[src/rtl/prio_irq_pkg.sv]
package prio_irq_pkg;
  typedef enum logic [1:0] {
    WK_PRIO   = 2'd0,
    WK_ENABLE = 2'd1,
    WK_MASK   = 2'd2
  } wrKind_e;

  typedef struct packed {
    logic setPrio;
    logic setEnable;
    logic setMask;
    logic take;
    logic retire;
  } strobe_t;
endpackage

[src/rtl/prio_irq_ctl.sv]
module prio_irq_ctl
  import prio_irq_pkg::*;
(
  input  logic       wrEn,
  input  logic [1:0] wrKind,
  input  logic       ack,
  input  logic       eoi,
  output strobe_t    stb
);
  wrKind_e kind;
  assign kind = wrKind_e'(wrKind);

  always_comb begin
    stb.setPrio   = wrEn && (kind == WK_PRIO);
    stb.setEnable = wrEn && (kind == WK_ENABLE);
    stb.setMask   = wrEn && (kind == WK_MASK);
    stb.take      = ack;
    // acknowledge wins over a coincident end-of-interrupt
    stb.retire    = eoi && !ack;
  end
endmodule

[src/rtl/prio_irq_dp.sv]
module prio_irq_dp
  import prio_irq_pkg::*;
#(
  parameter int NUM_SRC       = 8,
  parameter int FLAGS_PER_SRC = 2,
  parameter int PRIO_W        = 4,
  parameter int STACK_DEPTH   = 8,
  parameter int VEC_BASE      = 470,
  parameter logic [NUM_SRC-1:0] RSVD_SLOTS = 8'b0100_0000,
  localparam int IDX_W  = $clog2(NUM_SRC),
  localparam int DATA_W = (PRIO_W > FLAGS_PER_SRC) ? PRIO_W : FLAGS_PER_SRC,
  localparam int VEC_W  = $clog2(VEC_BASE + NUM_SRC),
  localparam int PTR_W  = $clog2(STACK_DEPTH),
  localparam int CNT_W  = PTR_W + 1
) (
  input  logic                             clk,
  input  logic                             rstN,
  input  logic [NUM_SRC*FLAGS_PER_SRC-1:0] srcFlag,
  input  strobe_t                          stb,
  input  logic [IDX_W-1:0]                 wrIdx,
  input  logic [DATA_W-1:0]                wrData,
  output logic                             irq,
  output logic                             ackDone,
  output logic                             ackHit,
  output logic [VEC_W-1:0]                 ackVec,
  output logic [PRIO_W-1:0]                curPrio,
  output logic                             anyElig,
  output logic [PRIO_W-1:0]                bestPrio
);
  logic [PRIO_W-1:0]        prioQ [NUM_SRC];
  logic [FLAGS_PER_SRC-1:0] enQ   [NUM_SRC];
  logic [NUM_SRC-1:0]       maskQ;
  logic [NUM_SRC-1:0]       req;
  logic [PRIO_W-1:0]        stkQ  [STACK_DEPTH];
  logic [CNT_W-1:0]         cntQ;
  logic [CNT_W-1:0]         popIdx;
  logic [PRIO_W-1:0]        curQ;
  logic [IDX_W-1:0]         bestIdx;
  logic                     irqQ, ackDoneQ, ackHitQ;
  logic [VEC_W-1:0]         ackVecQ;

  for (genvar i = 0; i < NUM_SRC; i++) begin : g_req
    if (RSVD_SLOTS[i]) begin : g_rsvd
      assign req[i] = 1'b0;
    end else begin : g_live
      assign req[i] = (|(srcFlag[i*FLAGS_PER_SRC +: FLAGS_PER_SRC] & enQ[i])) && !maskQ[i];
    end
  end

  // linear scan, ascending index, strict compare keeps lowest index on ties
  always_comb begin
    anyElig  = 1'b0;
    bestPrio = '0;
    bestIdx  = '0;
    for (int i = 0; i < NUM_SRC; i++) begin
      if (req[i] && (prioQ[i] > curQ) && (!anyElig || prioQ[i] > bestPrio)) begin
        anyElig  = 1'b1;
        bestPrio = prioQ[i];
        bestIdx  = IDX_W'(i);
      end
    end
  end

  assign popIdx = cntQ - 1'b1;

  always_ff @(posedge clk) begin
    if (!rstN) begin
      for (int i = 0; i < NUM_SRC; i++) begin
        prioQ[i] <= '0;
        enQ[i]   <= '0;
      end
      for (int j = 0; j < STACK_DEPTH; j++) stkQ[j] <= '0;
      maskQ    <= '0;
      cntQ     <= '0;
      curQ     <= '0;
      irqQ     <= 1'b0;
      ackDoneQ <= 1'b0;
      ackHitQ  <= 1'b0;
      ackVecQ  <= '0;
    end else begin
      if (stb.setPrio)   prioQ[wrIdx] <= wrData[PRIO_W-1:0];
      if (stb.setEnable) enQ[wrIdx]   <= wrData[FLAGS_PER_SRC-1:0];
      if (stb.setMask)   maskQ[wrIdx] <= wrData[0];
      irqQ     <= anyElig;
      ackDoneQ <= stb.take;
      if (stb.take) begin
        ackHitQ <= anyElig;
        ackVecQ <= anyElig ? (VEC_W'(VEC_BASE) + VEC_W'(bestIdx)) : '0;
        if (anyElig) begin
          curQ <= bestPrio;
          if (cntQ < CNT_W'(STACK_DEPTH)) begin
            stkQ[cntQ[PTR_W-1:0]] <= curQ;
            cntQ <= cntQ + 1'b1;
          end
        end
      end else if (stb.retire && cntQ != '0) begin
        curQ <= stkQ[popIdx[PTR_W-1:0]];
        cntQ <= popIdx;
      end
    end
  end

  assign irq     = irqQ;
  assign ackDone = ackDoneQ;
  assign ackHit  = ackHitQ;
  assign ackVec  = ackVecQ;
  assign curPrio = curQ;
endmodule

[src/rtl/prio_irq_ctrl.sv]
module prio_irq_ctrl
  import prio_irq_pkg::*;
#(
  parameter int NUM_SRC       = 8,
  parameter int FLAGS_PER_SRC = 2,
  parameter int PRIO_W        = 4,
  parameter int STACK_DEPTH   = 8,
  parameter int VEC_BASE      = 470,
  parameter logic [NUM_SRC-1:0] RSVD_SLOTS = 8'b0100_0000,
  localparam int IDX_W     = $clog2(NUM_SRC),
  localparam int DATA_W    = (PRIO_W > FLAGS_PER_SRC) ? PRIO_W : FLAGS_PER_SRC,
  localparam int VEC_W     = $clog2(VEC_BASE + NUM_SRC),
  localparam int OFS_SHIFT = 4
) (
  input  logic                             clk,
  input  logic                             rstN,
  input  logic [NUM_SRC*FLAGS_PER_SRC-1:0] srcFlag,
  input  logic                             wrEn,
  input  logic [1:0]                       wrKind,
  input  logic [IDX_W-1:0]                 wrIdx,
  input  logic [DATA_W-1:0]                wrData,
  input  logic                             ack,
  input  logic                             eoi,
  output logic                             irq,
  output logic                             ackDone,
  output logic                             ackHit,
  output logic [VEC_W-1:0]                 ackVec,
  output logic [VEC_W+OFS_SHIFT-1:0]       ackOfs,
  output logic [PRIO_W-1:0]                curPrio
);
  strobe_t           stb;
  logic              anyElig;
  logic [PRIO_W-1:0] bestPrio;

  prio_irq_ctl u_ctl (
    .wrEn(wrEn), .wrKind(wrKind), .ack(ack), .eoi(eoi), .stb(stb)
  );

  prio_irq_dp #(
    .NUM_SRC(NUM_SRC), .FLAGS_PER_SRC(FLAGS_PER_SRC), .PRIO_W(PRIO_W),
    .STACK_DEPTH(STACK_DEPTH), .VEC_BASE(VEC_BASE), .RSVD_SLOTS(RSVD_SLOTS)
  ) u_dp (
    .clk(clk), .rstN(rstN), .srcFlag(srcFlag), .stb(stb), .wrIdx(wrIdx),
    .wrData(wrData), .irq(irq), .ackDone(ackDone), .ackHit(ackHit),
    .ackVec(ackVec), .curPrio(curPrio), .anyElig(anyElig), .bestPrio(bestPrio)
  );

  assign ackOfs = {ackVec, {OFS_SHIFT{1'b0}}};
endmodule

[config.mk]
export PLATFORM = sky130hd
export DESIGN_NAME = prio_irq_ctrl
export DESIGN_NICKNAME = d
export VERILOG_FILES = /design/src/rtl/prio_irq_pkg.sv /design/src/rtl/prio_irq_ctl.sv /design/src/rtl/prio_irq_dp.sv /design/src/rtl/prio_irq_ctrl.sv
export SDC_FILE = /design/constraint.sdc
export NUM_CORES = 1
export LEC_CHECK = 0
export BUFFER_PORTS_ARGS = -buffer_cell sky130_fd_sc_hd__buf_2
export CAP_MARGIN = 30
export CORE_MARGIN = 1.5
export CORE_UTILIZATION = 35
export DETAILED_ROUTE_END_ITERATION = 8
export PLACE_DENSITY = 0.58
export SLEW_MARGIN = 5
export SYNTH_ARGS = -nofsm -noshare
export SYNTH_HDL_FRONTEND = slang
export SYNTH_SLANG_ARGS = --single-unit
[constraint.sdc]
create_clock -name clk -period 20.3 [get_ports clk]
set_input_delay 1.015 -clock clk [delete_from_list [all_inputs] [get_ports clk]]
set_output_delay 1.015 -clock clk [all_outputs]
set_load 0.1 [all_outputs]
==> results_dict.tcl, run 1 <==
set metrics [dict create \
    crit_fanout 11 \
    tightest_slew_ns 0.718 \
    cts_tree "done" \
    gp_congestion 0.887 \
    layout-drive-gt1-share 0.139 \
    initial_core_util 0.357 \
    hold_buffers 0 \
    slew_headroom 0.509 \
    hold_viol 0 \
    gr-total-overflow 0 \
    cts_max_level 3 \
    clock_skew_ns 0.00684 \
    grt_pass1_vias 4586 \
    clkTransAtPathRegs_ns 0.06 \
    slowest_delay_ns 0.47 \
    grt_pass1_wl_um 23600 \
    p_leak_nw 2.77 \
    dieHeight_um 136 \
    synthDistinctLibCells 60 \
    clock_latency_ns 0.35 \
    reg2reg_depth 48 \
    vias 4651 \
    placed_cell_area_um2 6530 \
    start_kind "register" \
    drtIter0Drc 227 \
    min_period_ns 10.92 \
    drtPass1Iterations 4 \
    async_flop_share 0 \
    finalSetupViolCount 0 \
    post_cts_buffers 0 \
    synth_warnings 0 \
    cp.required_ns 20.56 \
    rsz0062_at_grt "no" \
    finalWirelength_um 14500 \
    wl_per_cell_um 16.8 \
    syn_area_per_cell_um2 10.3 \
    io_pins 59 \
    root_buffer "clkbuf_16" \
    post-route-drc-count 0 \
    hold_path.class "register to register" \
    ir_worst_vdd_mv 0.109 \
    antenna_found_initial 0 \
    std_cell_rows 48 \
    portBuffers 50 \
    final_core_util 0.398 \
    hold_depth 2 \
    die_x_um 136 \
    grt.total_usage 0.168 \
    period_share 0.538 \
    end_kind "register" \
    syn_inst 603 \
    cts-resized-gates 0 \
    run_status "complete, no violations" \
    viasPerCell 5.38 \
    ant_nets 0 \
    die-area_um2 18500 \
    synth_area_um2 6180 \
    cts.path.max_buffers 2 \
    path_class "register to register" \
    hpwlAfterDp_um 11300 \
    max_freq_ghz 0.0916 \
    cp_slowest_cell "dfxtp_1" \
    yosysSeqAreaShare 0.431 \
    cts_buffers 9 \
    core_um2 17300 \
    power.total_mw 0.952 \
    synth_edf_count 74 \
    final_area_um2 6880 \
    syn_to_final_growth_pct 11.3 \
    drv_slew 0 \
    crit_arrival_ns 11.18 \
    diodes 0 \
    cap_violations 0 \
    yosys_register_bits 96 \
    synthFlopType "edfxtp_1" \
    cpMostUsedCell "ha_1" \
    p_per_area_nw_per_um2 138 \
    grt_max_degree 35 \
    final_nets 719 \
    tns_ns 0 \
    cts.sinks 96 \
]
==> cell families after synthesis <==
family	synth area share
AO/OA/AOI/OAI	0.149
flip-flops	0.431
buffers and inverters	0.0496
adder cells (fa/ha/maj)	0.111
other	0.000607
multiplexers	0.0488
AND/OR/NAND/NOR	0.205
XOR/XNOR	0.00425
==> through the flow <==
stage	worst slack, ns	hold WS [ns]	cells
CTS	9.42	0.480	863
detailed placement	9.46	0.471	847
global route	8.46	0.510	864
floorplan	9.96	0.436	608
global placement	9.59	0.463	847
finish	9.38	0.474	864
==> power breakdown <==
| part | internal [mW] | switching (mW) |
|---|---|---|
| registers | 0.234 | 0.0226 |
| clock network | 0.103 | 0.0724 |
| logic | 0.176 | 0.345 |
==> cells in the mapped netlist, drive strengths merged, types with 3 or more instances <==
cell type	count	area, µm²
a21oi	31	155
o211ai	7	52.6
buf	20	145
nand4	7	43.8
o21a	5	37.5
nor3	15	75.1
or2	4	25.0
a22oi	12	90.1
dfxtp	22	440
nand2b	9	56.3
mux2i	11	110
and4	4	37.5
a21o	7	52.6
o21ai	19	103
mux4	8	180
and2	59	369
a22o	4	35.0
and3	15	93.8
a31oi	3	18.8
nor4	8	50.1
o41a	3	33.8
inv	23	86.3
nand3	12	60.1
a221o	4	40.0
a41o	4	40.0
or3	3	18.8
a211oi	7	52.6
clkbuf	18	67.6
a311oi	4	35.0
nand2	46	175
edfxtp	74	2220
nor2	39	146
nor2b	13	81.3
ha	55	688
==> layout by cell type, fill, tap and decap left out, types with 12 or more instances in the layout <==
cell      instances
nor2_1           39
a22oi_1          12
nand3_1          12
and2_1           59
nor2b_1          13
nor3_1           15
nand2_1          45
dfxtp_1          22
ha_1             55
buf_2            50
inv_1            23
and3_1           15
a21oi_1          31
edfxtp_1         74
o21ai_0          16
==> worst max-delay path: cells and delay by family, from the launching register on <==
kind / cells / cell delay (ns)
AO/OA/AOI/OAI: 22 / 4.96
AND/OR/NAND/NOR: 16 / 2.52
adder cells (fa/ha/maj): 7 / 2.17
flip-flops: 1 / 0.47
buffers and inverters: 2 / 0.41
multiplexers: 1 / 0.24
==> flip-flops by register name (all words and copies together) (netlist names) <==
register,count
u_dp.stkQ,32
u_dp.maskQ,7
u_dp.ackVec,5
u_dp.prioQ,28
u_dp.ackDone,1
u_dp.enQ,14
u_dp.cntQ,4
u_dp.irq,1
u_dp.curPrio,4
==> routing by layer <==
layer  vias to the layer above  GRT usage  part of all wire
met4                         0     0.0603             0.021
li1                       2298          -                 -
met1                      2205      0.209              0.45
met2                       124      0.290              0.49
met5                         -          0                 0
met3                        24     0.0313             0.035
==> final cells by class <==
type                            instances  area [µm²]
Clock inverter                          5        62.6
Clock buffer                           11         253
Multi-Input combinational cell        449        3230
Sequential cell                        96        2660
Tap cell                              225         282
Inverter                               25        93.8
Timing Repair Buffer                   53         293
Fill cell                            1715       10400
==> path summary, 6_finish.rpt <==
| check | from | endpoint | slack (ns) |
|---|---|---|---|
| hold reg to reg | u_dp.maskQ[0]$_SDFFE_PN0P_ | u_dp.maskQ[0]$_SDFFE_PN0P_ | 0.47 |
| hold / removal | u_dp.maskQ[0]$_SDFFE_PN0P_ | u_dp.maskQ[0]$_SDFFE_PN0P_ | 0.47 |
| setup reg to reg | u_dp.curPrio[2]$_SDFFE_PN0P_ | u_dp.curPrio[0]$_SDFFE_PN0P_ | 9.38 |
| setup / recovery | u_dp.curPrio[2]$_SDFFE_PN0P_ | u_dp.curPrio[0]$_SDFFE_PN0P_ | 9.38 |
No activity file was read; power rests on OpenSTA's default activity.
==> run 2, diff against run 1 <==
ABC_AREA = 1   (was unset)
clock period = 10.3 ns   (was 20.3 ns; I/O delays follow)
==> results_dict.tcl, run 2 <==
set metrics [dict create \
    synth_top_cell_by_area "edfxtp_1" \
    max_freq_ghz 0.110 \
    fill_cells 1806 \
    gp_congestion 0.818 \
    run_status "complete, no violations" \
    die-area_um2 18500 \
    synth_edf_count 74 \
    path_class "register to register" \
    synthFlopType "edfxtp_1" \
    final_cell_count_no_fill 1020 \
    drtIter0Drc 224 \
    root_buffer "clkbuf_16" \
    cts-resized-gates 0 \
    async_flop_share 0 \
    cts_buffers 9 \
    cpMostUsedCell "nand2_1" \
    mostFrequentLayoutCells "164 x nand2_1, 125 x nor2_1, 74 x edfxtp_1" \
    post_cts_buffers 0 \
    regMostFlops "u_dp.stkQ" \
    ant_nets 0 \
    hold_buffers 0 \
    clock_skew_ns 0.00820 \
    clock_latency_ns 0.35 \
    grt_pass1_wl_um 22500 \
    post-route-drc-count 0 \
    diodes 0 \
    hpwlAfterDp_um 10200 \
    synth_common_cells "164 x nand2_1, 125 x nor2_1, 74 x edfxtp_1, 72 x inv_1, 55 x ha_1" \
    slowest_delay_ns 0.35 \
    cts_max_level 3 \
    synth_most_common_cell "nand2_1" \
    syn_inst 751 \
    yosysSeqAreaShare 0.430 \
    grt_pass1_vias 4725 \
    gr-total-overflow 0 \
    grt.total_usage 0.157 \
    reg_top3 "u_dp.stkQ (32), u_dp.prioQ (28), u_dp.enQ (14)" \
    cp.required_ns 10.58 \
    viasPerCell 4.75 \
    drv_slew 0 \
    antenna_found_initial 0 \
    synth_top_area_share 0.359 \
    largest_reg_flops 32 \
    ir_worst_vdd_mv 0.149 \
    p_leak_nw 3.22 \
    dieHeight_um 136 \
    cts_tree "done" \
    p_per_area_nw_per_um2 249 \
    hold_path.class "register to register" \
    cp_slowest_cell "dfxtp_1" \
    portBuffers 50 \
    drtPass1Iterations 4 \
    start_kind "register" \
    crit_arrival_ns 9.33 \
    layout_commonest_cell "nand2_1" \
    finalWirelength_um 13500 \
    wl_per_cell_um 13.2 \
    initial_core_util 0.358 \
    finalSetupViolCount 0 \
    core_um2 17300 \
    clkTransAtPathRegs_ns 0.07 \
    end_kind "register" \
    seq_area_um2 2660 \
    tns_ns 0 \
    place_inst 1004 \
    cts.path.max_buffers 2 \
    rsz0062_at_grt "no" \
    vias 4840 \
    hold_viol 0 \
    final_nets 875 \
    io_pins 59 \
    yosys_register_bits 96 \
    synthDistinctLibCells 48 \
    slew_headroom 0.454 \
    die_x_um 136 \
    layout-drive-gt1-share 0.133 \
    syn_area_per_cell_um2 8.25 \
    synth_area_um2 6190 \
    synth_warnings 0 \
    cap_violations 0 \
    yosys-top-cells-area "edfxtp_1 36%, ha_1 11%, nand2_1 9.9%" \
    tightest_slew_ns 0.817 \
    crit_fanout 15 \
    whs_ns 0.453 \
    multi_input_area_um2 3000 \
    std_cell_rows 48 \
    grt_max_degree 37 \
    cts.sinks 96 \
    min_period_ns 9.05 \
    syn_to_final_growth_pct 10.6 \
    period_share 0.879 \
]
## run 2: cell types whose count changed in the layout (fill, tap and decap cells not counted), sizes merged, moves of 11 or more
cell,previous run,this run
and2,59,8
nand3,12,32
mux2i,11,0
nor2,39,128
inv,24,77
and3,15,2
a22oi,12,0
nor2b,13,0
nand2,46,182
o21ai,19,44
## run 2: cell type report
class                      instances  share of cell area
clock buffer                      10              0.0334
timing repair buffer              58              0.0449
sequential                        96               0.388
inverter                          83              0.0460
tap                              225              0.0411
clock inverter                     6             0.00876
multi-input combinational        542               0.437
## run 2: worst max-delay path: cells and delay by family, from the launching register on
kind / cells / cell delay, ns
and+or+nand+nor: 35 / 3.72
DFF: 1 / 0.35
buffers and inverters: 10 / 1.07
adders and majority gates: 8 / 2.17
AOI/OAI and AO/OA: 14 / 1.67
## run 2: logic make-up (layout without fill, tap and decap cells)
family	Yosys count	count (layout)	share of synthesized area
fa+ha+maj	55	55	0.111
flops	96	96	0.430
simple gates	370	370	0.266
other cells	1	6	0.000605
xor+xnor	4	4	0.00566
compound gates	107	107	0.0972
buf+inv	118	157	0.0893
## run 2: final timing paths
path	start	endpoint	slack, ns	depth (start not counted)
setup / recovery	u_dp.curPrio[3]$_SDFFE_PN0P_	u_dp.ackVec[2]$_SDFFE_PN0P_	1.25	67
hold / removal	u_dp.maskQ[1]$_SDFFE_PN0P_	u_dp.maskQ[1]$_SDFFE_PN0P_	0.45	2
setup reg to reg	u_dp.curPrio[3]$_SDFFE_PN0P_	u_dp.ackVec[2]$_SDFFE_PN0P_	1.25	67
hold reg to reg	u_dp.maskQ[1]$_SDFFE_PN0P_	u_dp.maskQ[1]$_SDFFE_PN0P_	0.45	2
## run 2: metal layers
metal / track usage / part of all wire / vias up
li1: - / - / 2540
met1: 0.189 / 0.46 / 2234
met2: 0.285 / 0.50 / 61
met3: 0.0399 / 0.030 / 5
met4: 0.0266 / 0.0064 / 0
met5: 0 / 0 / -
## run 2: per-stage QoR
step,setup slack (ns),power (mW),utilization,instance area (µm²)
2_1_floorplan,1.14,1.22,-,6210
3_3_place_gp,1.28,1.38,0.379,6560
3_5_place_dp,1.26,1.39,0.380,6570
4_1_cts,1.22,1.72,0.396,6850
5_1_grt,0.150,1.85,0.396,6850
6_report,1.25,1.70,0.396,6850
## run 2: report_power, final
group	leakage, nW	switching, mW	internal [mW]
Clock	0.140	0.141	0.187
Sequential	0.912	0.0325	0.456
Combinational	2.17	0.628	0.259
==> run 3, diff against run 2 <==
PLACE_DENSITY = unset   (was 0.58)
==> results_dict.tcl, run 3 (synthesis gave the netlist of run 2 again) <==
set metrics [dict create \
    slowest_delay_ns 0.34 \
    drtPass1Iterations 4 \
    cts_buffers 9 \
    met3_length_um 533 \
    cts.path.max_buffers 2 \
    cp_slowest_cell "dfxtp_1" \
    hold_viol 0 \
    post_cts_buffers 0 \
    die_x_um 136 \
    p_leak_nw 3.23 \
    min_period_ns 9.08 \
    rsz0062_at_grt "no" \
    clkTransAtPathRegs_ns 0.06 \
    period_share 0.881 \
    root_buffer "clkbuf_16" \
    final_nets 875 \
    gp_congestion 0.786 \
    hpwlAfterDp_um 10200 \
    diodes 0 \
    p_per_area_nw_per_um2 252 \
    mostFrequentLayoutCells "164 x nand2_1, 125 x nor2_1, 74 x edfxtp_1" \
    crit_arrival_ns 9.36 \
    reg_top3 "u_dp.stkQ (32), u_dp.prioQ (28), u_dp.enQ (14)" \
    initial_core_util 0.358 \
    grt.total_usage 0.156 \
    gr-total-overflow 0 \
    wl_per_cell_um 13.2 \
    largest_reg_flops 32 \
    dieHeight_um 136 \
    place_inst 1004 \
    min-delay-start "u_dp.maskQ[0]$_SDFFE_PN0P_" \
    syn_to_final_growth_pct 11.1 \
    regMostFlops "u_dp.stkQ" \
    tns_ns 0 \
    post-route-drc-count 0 \
    hold_buffers 0 \
    ir_worst_vdd_mv 0.168 \
    die-area_um2 18500 \
    std_cell_rows 48 \
    run_status "complete, no violations" \
    cpMostUsedCell "nand2_1" \
    slew_headroom 0.450 \
    clock_latency_ns 0.35 \
    viasPerCell 4.75 \
    final_cell_count_no_fill 1020 \
    vias 4843 \
    layout_commonest_cell "nand2_1" \
    r2r-start "u_dp.curPrio[3]$_SDFFE_PN0P_" \
    clock_skew_ns 0.0129 \
    path_class "register to register" \
    reg2reg_depth 67 \
    ant_nets 0 \
    top_layer_used "met4" \
    cts.sinks 96 \
    antenna_found_initial 0 \
    finalWirelength_um 13500 \
    grt_pass1_vias 4748 \
    final_core_util 0.398 \
    drtIter0Drc 229 \
    layout-drive-gt1-share 0.132 \
    hold_depth 2 \
    cts-resized-gates 0 \
    wl_met2_um 6580 \
    cts_max_level 3 \
    cap_violations 0 \
    cts_tree "done" \
    wl_met1_um 6050 \
    cp.required_ns 10.58 \
    portBuffers 50 \
    cp-startpoint "u_dp.curPrio[3]$_SDFFE_PN0P_" \
    grt_max_degree 37 \
    core_um2 17300 \
    crit_fanout 15 \
    io_pins 59 \
    end_kind "register" \
    hold_path.class "register to register" \
    start_kind "register" \
    grt_pass1_wl_um 22300 \
    drv_slew 0 \
    tightest_slew_ns 0.823 \
    finalSetupViolCount 0 \
    max_freq_ghz 0.110 \
]
run 3: changes by cell type in the layout (fill, tap and decap cells not counted):
cell / previous run / this run
bufinv_16: 1 / 2
clkbuf_1: 1 / 2
clkbuf_8: 0 / 1
clkinv_2: 3 / 2
clkinv_4: 1 / 0
clkinvlp_4: 1 / 0
run 3: per-stage QoR:
stage | area, µm² | total power [mW] | hold slack, ns | setup WS [ns]
after global routing | 6880 | 1.87 | 0.483 | 0.194
after floorplan | 6210 | 1.22 | 0.429 | 1.14
after detailed placement | 6570 | 1.39 | 0.443 | 1.22
final | 6880 | 1.73 | 0.453 | 1.22
after global placement | 6560 | 1.38 | 0.440 | 1.32
after CTS | 6880 | 1.75 | 0.454 | 1.21
run 3: final cells by class:
type | instances | area, µm²
clock inverter | 4 | 68.8
clock buffer | 12 | 246
inverter | 83 | 315
sequential | 96 | 2660
fill | 1788 | 10400
timing repair buffer | 58 | 308
tap | 225 | 282
multi-input combinational | 542 | 3000
run 3: routing by layer:
layer / global-route usage / vias to the layer above
met5: 0 / -
met4: 0.0591 / 0
met3: 0.0350 / 22
met2: 0.274 / 86
met1: 0.186 / 2198
li1: - / 2537
run 3: critical path, delay by kind of cell (launching register included):
family                   cells  cell delay (ns)
AO/OA/AOI/OAI               13             1.48
adder cells (fa/ha/maj)      8             2.21
buffers and inverters       10             1.10
flip-flops                   1             0.34
AND/OR/NAND/NOR             36             3.84
run 3: power breakdown:
group | internal (mW) | switching [mW] | leakage, nW
clock network | 0.218 | 0.138 | 0.154
logic | 0.259 | 0.628 | 2.17
registers | 0.456 | 0.0324 | 0.912
run 3: path summary, 6_finish.rpt:
check	slack [ns]	to
worst max-delay path	1.22	u_dp.ackVec[2]$_SDFFE_PN0P_
worst min register to register	0.45	u_dp.maskQ[0]$_SDFFE_PN0P_
worst max register to register	1.22	u_dp.ackVec[2]$_SDFFE_PN0P_
worst min-delay path	0.45	u_dp.maskQ[0]$_SDFFE_PN0P_
